**src/rtl/cap_pkg.sv**
```systemverilog
// Package for the character attribute pixel combiner.
// Holds the shared widths and the attribute bit positions.
// Assumes an 8-dot cell and an attribute byte in which only
// the low four bits carry meaning.
package cap_pkg;
    localparam int DOT_W    = 8;
    localparam int RASTER_W = 5;
    localparam int FRAME_W  = 5;

    localparam int ATTR_REV     = 0;
    localparam int ATTR_BLINK   = 1;
    localparam int ATTR_BLANK_W = 2;
    localparam int ATTR_BLANK_B = 3;

    typedef struct packed {
        logic blank_black;
        logic blank_white;
        logic blink;
        logic reverse;
    } attr_t;
endpackage

```
**src/rtl/cap_blink_timer.sv**
```systemverilog
// Frame counter and blink phase source.
// Counts frame ticks and wraps at 2**FRAME_W. It gives out the
// character blink phase (top bit) and the cursor blink phase
// (top bit, or the bit below it for the faster rate).
// Assumes FRAME_W >= 2.
module cap_blink_timer #(
    parameter int FRAME_W = 5
) (
    input  logic clk,
    input  logic rst_n,
    input  logic frame_tick,
    input  logic rate_sel,
    output logic char_off,
    output logic cur_off
);
    localparam int SLOW_BIT = FRAME_W - 1;
    localparam int FAST_BIT = FRAME_W - 2;

    logic [FRAME_W-1:0] frame_cnt;

    // Advance the frame count once per tick; clear it on reset.
    always_ff @(posedge clk) begin
        if (!rst_n)
            frame_cnt <= '0;
        else if (frame_tick)
            frame_cnt <= frame_cnt + 1'b1;
    end

    // Choose the phase bits the pixel logic uses.
    always_comb begin
        char_off = frame_cnt[SLOW_BIT];
        cur_off  = rate_sel ? frame_cnt[SLOW_BIT] : frame_cnt[FAST_BIT];
    end

    // Check: a tick adds exactly one.
    p_tick_step_r10: assert property (@(posedge clk) disable iff (!rst_n)
        frame_tick |=> frame_cnt == $past(frame_cnt) + 1'b1);
    // Check: without a tick the count holds.
    p_tick_hold_r10: assert property (@(posedge clk) disable iff (!rst_n)
        !frame_tick |=> $stable(frame_cnt));
endmodule

```
**src/rtl/cap_attr_stage.sv**
```systemverilog
// Attribute stage: applies blanking, then blink, then reverse to
// one font row. When attr_en is low the row passes through unchanged.
// Pure combinational logic. The blink phase comes from outside.
module cap_attr_stage
    import cap_pkg::*;
#(
    parameter int W = DOT_W
) (
    input  logic [W-1:0] font_row,
    input  attr_t        attr,
    input  logic         attr_en,
    input  logic         blink_en,
    input  logic         char_off,
    output logic [W-1:0] row_out
);
    logic [W-1:0] after_blank;
    logic [W-1:0] after_blink;

    // Blanking first: white wins over black.
    always_comb begin
        if (attr_en && attr.blank_white)
            after_blank = '0;
        else if (attr_en && attr.blank_black)
            after_blank = '1;
        else
            after_blank = font_row;
    end

    // Blink blanks the row during the off half of the period.
    always_comb begin
        if (attr_en && attr.blink && blink_en && char_off)
            after_blink = '0;
        else
            after_blink = after_blank;
    end

    // Reverse video inverts the result of the steps above.
    always_comb begin
        row_out = (attr_en && attr.reverse) ? ~after_blink : after_blink;
    end
endmodule

```
**src/rtl/cap_cursor_stage.sv**
```systemverilog
// Overlay stage: ORs in graphics when selected, then inverts the
// row under a visible cursor that lies in its raster range.
// Pure combinational logic. Assumes cur_start <= cur_end for
// a non-empty cursor.
module cap_cursor_stage #(
    parameter int W  = 8,
    parameter int RW = 5
) (
    input  logic [W-1:0]  row_in,
    input  logic [W-1:0]  gfx_row,
    input  logic          or_mode,
    input  logic          cursor_on,
    input  logic          cursor_hit,
    input  logic [RW-1:0] raster,
    input  logic [RW-1:0] cur_start,
    input  logic [RW-1:0] cur_end,
    input  logic          blink_en,
    input  logic          cur_off,
    output logic [W-1:0]  row_out
);
    logic [W-1:0] merged;
    logic         in_range;
    logic         invert;

    // Superimpose the graphics byte on the text row.
    always_comb begin
        merged = or_mode ? (row_in | gfx_row) : row_in;
    end

    // Decide whether the cursor covers this row.
    always_comb begin
        in_range = (raster >= cur_start) && (raster <= cur_end);
        invert   = cursor_on && cursor_hit && in_range && !(blink_en && cur_off);
    end

    // Invert under the cursor as the last step.
    always_comb begin
        row_out = invert ? ~merged : merged;
    end
endmodule

```
**src/rtl/char_attr_pixel_mixer.sv**
```systemverilog
// Character attribute pixel combiner, top level.
// Combines font, attribute and graphics bytes into one output row
// with one cycle of latency. Pixel 1 = dark dot.
// Assumes the inputs are stable around the clock edge and reset
// is synchronous and active low.
module char_attr_pixel_mixer
    import cap_pkg::*;
#(
    parameter int W       = DOT_W,
    parameter int RW      = RASTER_W,
    parameter int FW      = FRAME_W
) (
    input  logic          clk,
    input  logic          rst_n,
    input  logic          in_valid,
    input  logic [W-1:0]  font_row,
    input  logic [7:0]    attr_byte,
    input  logic [W-1:0]  gfx_row,
    input  logic          attr_en,
    input  logic          blink_en,
    input  logic          or_mode,
    input  logic          cursor_on,
    input  logic          cursor_hit,
    input  logic [RW-1:0] raster,
    input  logic [RW-1:0] cur_start,
    input  logic [RW-1:0] cur_end,
    input  logic          cur_rate_sel,
    input  logic          frame_tick,
    output logic [W-1:0]  pix_out,
    output logic          pix_valid
);
    attr_t        attr;
    logic         char_off;
    logic         cur_off;
    logic [W-1:0] attr_row;
    logic [W-1:0] final_row;

    // Unpack the attribute bits used by this block.
    always_comb begin
        attr.reverse     = attr_byte[ATTR_REV];
        attr.blink       = attr_byte[ATTR_BLINK];
        attr.blank_white = attr_byte[ATTR_BLANK_W];
        attr.blank_black = attr_byte[ATTR_BLANK_B];
    end

    cap_blink_timer #(.FRAME_W(FW)) u_timer (
        .clk        (clk),
        .rst_n      (rst_n),
        .frame_tick (frame_tick),
        .rate_sel   (cur_rate_sel),
        .char_off   (char_off),
        .cur_off    (cur_off)
    );

    cap_attr_stage #(.W(W)) u_attr (
        .font_row (font_row),
        .attr     (attr),
        .attr_en  (attr_en),
        .blink_en (blink_en),
        .char_off (char_off),
        .row_out  (attr_row)
    );

    cap_cursor_stage #(.W(W), .RW(RW)) u_cursor (
        .row_in     (attr_row),
        .gfx_row    (gfx_row),
        .or_mode    (or_mode),
        .cursor_on  (cursor_on),
        .cursor_hit (cursor_hit),
        .raster     (raster),
        .cur_start  (cur_start),
        .cur_end    (cur_end),
        .blink_en   (blink_en),
        .cur_off    (cur_off),
        .row_out    (final_row)
    );

    // Register the row on valid inputs; the strobe follows in_valid.
    always_ff @(posedge clk) begin
        if (!rst_n) begin
            pix_out   <= '0;
            pix_valid <= 1'b0;
        end else begin
            pix_valid <= in_valid;
            if (in_valid)
                pix_out <= final_row;
        end
    end

    // Check: the strobe is in_valid one cycle later.
    p_valid_follow_r9: assert property (@(posedge clk) disable iff (!rst_n)
        in_valid |=> pix_valid);
    p_valid_drop_r9: assert property (@(posedge clk) disable iff (!rst_n)
        !in_valid |=> !pix_valid);
    // Check: the output holds after an idle cycle.
    p_hold_idle_r9: assert property (@(posedge clk) disable iff (!rst_n)
        !in_valid |=> $stable(pix_out));
    // Check: the font passes straight through with every effect off.
    p_plain_pass_r2: assert property (@(posedge clk) disable iff (!rst_n)
        (in_valid && !attr_en && !or_mode && !cursor_on) |=> pix_out == $past(font_row));
    // Check: white blanking shows a white row when nothing follows it.
    p_white_blank_r3: assert property (@(posedge clk) disable iff (!rst_n)
        (in_valid && attr_en && attr_byte[2] && !attr_byte[0] && !or_mode && !cursor_on)
            |=> pix_out == '0);
endmodule

```
**config.mk**
```make
export PLATFORM = sky130hd
export DESIGN_NAME = char_attr_pixel_mixer
export DESIGN_NICKNAME = d
export VERILOG_FILES = /design/src/rtl/cap_pkg.sv /design/src/rtl/cap_blink_timer.sv /design/src/rtl/cap_attr_stage.sv /design/src/rtl/cap_cursor_stage.sv /design/src/rtl/char_attr_pixel_mixer.sv
export SDC_FILE = /design/constraint.sdc
export NUM_CORES = 1
export LEC_CHECK = 0
export CORE_MARGIN = 10
export CORE_UTILIZATION = 35
export CTS_BUF_LIST = sky130_fd_sc_hd__clkbuf_2
export DETAILED_ROUTE_END_ITERATION = 10
export GPL_TIMING_DRIVEN = 0
export HOLD_SLACK_MARGIN = 0.08
export PLACE_DENSITY_LB_ADDON = 0.25
export SYNTH_ARGS = -nofsm -noshare
export SYNTH_HDL_FRONTEND = slang
export SYNTH_SLANG_ARGS = --single-unit
```
**constraint.sdc**
```tcl
create_clock -name clk -period 3.03 [get_ports clk]
set_input_delay 0.303 -clock clk [delete_from_list [all_inputs] [get_ports clk]]
set_output_delay 0.303 -clock clk [all_outputs]
set_load 0.05 [all_outputs]
```
==> metrics.csv <==
stage,metric,value,unit
routing,wirelength,3463,um
setup_path,slowest_stage,or4_1,
setup_path,r2r-end,pix_out[5],
flow_run,maxCapViolations,0,
layout,syn_to_final_growth,43.05,%
cts,root_buffer,clkbuf_2,
setup_path,endpoint,pix_out[5],
placement,dp_hpwl,3080,um
floorplanning,die_y,81.47,um
logic_synthesis,seq_area_frac_synth,0.2119,
global_routing,grt_pass1_vias,1259,
logic_synthesis,ys_warn_count,0,
logic_synthesis,ys_async_sr_fraction,0,
setup_path,cp.arrival,2.39,ns
logic_synthesis,synth.area.top_cells,"dfxtp_1 21%, ha_1 10%, or4_4 6.8%",
setup_path,reg2reg_slack,1.37,ns
cts,cts.sinks,14,
pwr,vdd_drop_max,0.09493,mV
cts,clock_latency,0.26,ns
cts,ctsHoldBuffers,0,
cts,post_cts_resized,0,
layout,layout-drive-gt1-share,0.1221,
setup_path,r2r_start,u_timer.frame_cnt[4],
sta,drv_slew,0,
global_routing,grt_max_degree,11,
sta,final.setup_skew,0.005707,ns
routing,ant_nets,0,
pwr,leakage,0.7407,nW
logic_synthesis,synth_cell_types,41,
logic_synthesis,yosys_most_used_dff,dfxtp_1,
placement,routabilityCongestion,0.8212,
layout,antennaDiodeCount,0,
routing,routedWlPerCell,13.27,um
setup_path,crit_path_end_kind,flop,
setup_path,cp_cell_sequence,clkdlybuf4s50_1 -> inv_1 -> ha_1 -> nor3b_1 -> o21ai_0 -> a21oi_1 -> buf_2 -> or4_1 -> nand3_1,
routing,routed_via_density,5.031,
sta,max_freq,458.9,MHz
global_routing,grt_antenna_before_repair,0,
logic_synthesis,synth_top_area_share,0.2119,
cts,h-tree-depth,1,
layout,fin_nets,274,
sta,setup_violations,0,
layout,seq_area,280.3,um2
global_routing,grt_util_all_layers,0.09967,
logic_synthesis,synth_area_per_cell,8.266,um2
routing,drt_iter0_markers,55,
layout,utilization,0.5167,
logic_synthesis,synth_fp_nets,220,
setup_path,worstRegToRegCells,6,
cts,clockBufferDepth,2,
sta,finalHoldViolCount,0,
floorplanning,die_w,81.47,um
setup_path,path_class,in2reg,
logic_synthesis,synth.largest_area_cell,dfxtp_1,
setup_path,cpPeakStageDelay,0.53,ns
cts,postCtsSetupRepairBufs,0,
sta,rsz0062_at_grt,no,
sta,slew-limit-headroom,0.6623,
logic_synthesis,syn_area,1323,um2
placement,port-buffer-count,49,
run_status,status,"complete, no violations",
sta,tns,0,ns
floorplanning,dieArea,6637,um2
floorplanning,num_rows,22,
sta,min_period_over_period,0.7191,
hold_path,hold_class,reg2reg,
logic_synthesis,synth-seq-cells,14,
global_routing,grt_first_pass_wirelength,5464,um
cts,cts_tree,built,
sta,fin_crit,2.179,ns
hold_path,hp-start,pix_out[3],
setup_path,critPathLaunch,raster[0],
logic_synthesis,synth_edf_count,0,
setup_path,startpoint_type,input pin,
setup_path,required,3.24,ns
sta,tightestPinTransition,0.5050,ns
setup_path,cp_max_fo,10,
pwr,power.density,282.4,nW/um2
layout,multi_input_area,933.4,um2
logic_synthesis,synthCells,160,
routing,post-route-drc-count,0,
layout,fill_cells,361,
cts,cts_buffers,3,
routing,num_vias,1313,
floorplanning,coreArea,3661,um2
floorplanning,initial_core_util,0.3612,
global_routing,overflow,0,
routing,firstDrtPassIters,4,
floorplanning,io_pins,58,
cts,clk_pin_slew,0.13,ns
-- metal layers --
metal  part of all wire  vias up  global-route usage
met4             0.0032        0             0.02768
met3              0.089        2             0.03384
li1                   -      724                   -
met5                  0        -                   0
met2               0.45       31              0.1603
met1               0.45      556              0.1235
-- cell families (layout without fill, tap and decap cells) --
logic type	Yosys count	count (layout)	share of synthesized area
buffers and inverters	20	73	0.08229
multiplexers	2	2	0.01892
flip-flops	14	14	0.2119
XOR/XNOR	4	4	0.02649
adder cells (fa/ha/maj)	11	11	0.1041
AND/OR/NAND/NOR	67	67	0.3453
AO/OA/AOI/OAI	42	42	0.2110
-- final cells by class --
type / count / area share
Multi-Input combinational cell: 126 / 0.4934
Timing Repair Buffer: 49 / 0.2593
Sequential cell: 14 / 0.1481
Buffer: 10 / 0.03770
Tap cell: 48 / 0.03175
Inverter: 10 / 0.01984
Clock buffer: 3 / 0.007937
Clock inverter: 1 / 0.001984
-- cells in the mapped netlist (7+ instances only) --
cell type   n
a31oi_1     9
a21oi_1    10
or4_4       8
ha_1       11
o31ai_1     8
o211ai_1    8
nand2_1    10
nand3_1     7
nand4_1    10
nand3b_1    8
dfxtp_1    14
or4_1       7
inv_1       9
-- power breakdown --
part	internal, mW	leakage (nW)	total [mW]	switching [mW]
Combinational	0.121	0.611	0.246	0.125
Sequential	0.198	0.115	0.205	0.00748
Clock	0.0287	0.0140	0.0834	0.0547
-- sequential cells by signal (all words and copies together), names as in the netlist --
| signal | count |
|---|---|
| pix_out | 8 |
| pix_valid | 1 |
| u_timer.frame_cnt | 5 |
-- cell usage in the layout, fill, tap and decap left out, types with 2 or more instances in the layout --
cell,instances
nand2_1,10
o21ai_0,2
nand4_1,10
nand3_1,7
dfxtp_1,14
or4_1,7
a21oi_1,10
a31oi_1,9
o31ai_1,8
buf_2,2
and2_1,5
xnor2_1,3
buf_6,3
ha_1,11
clkdlybuf4s50_1,49
nand3b_1,8
clkbuf_2,4
or4_4,8
nor2_1,3
clkinv_1,2
buf_4,2
o211ai_1,8
inv_1,9
-- worst max-delay path, delay by kind of cell --
family | cells | cell delay (ns)
AO/OA/AOI/OAI | 2 | 0.43
adder cells (fa/ha/maj) | 1 | 0.18
buffers and inverters | 3 | 0.71
AND/OR/NAND/NOR | 3 | 0.75
-- worst min-delay path by stage --
| stage | to | slack [ns] | cells after the start |
|---|---|---|---|
| after global placement | pix_out[3] | 0.49 | 2 |
| after CTS | pix_out[3] | 0.52 | 2 |
| final | pix_out[3] | 0.52 | 2 |
| after detailed placement | pix_out[3] | 0.50 | 2 |
| after floorplan | u_timer.frame_cnt[1] | 0.43 | 1 |
| after global routing | pix_out[3] | 0.54 | 2 |
-- through the flow --
stage          setup WS (ns)  hold slack (ns)  area [um2]  total power [mW]  cells
2_1_floorplan          1.240           0.4312        1323            0.3559    160
3_3_place_gp          0.6115           0.4896        1873            0.4538    257
3_5_place_dp          0.5893           0.4964        1873            0.4560    257
4_1_cts               0.8747           0.5197        1892            0.5396    261
5_1_grt               0.7051           0.5445        1892            0.5660    261
6_report              0.8511           0.5164        1892            0.5343    261
Power figures use the tool's default switching activity.
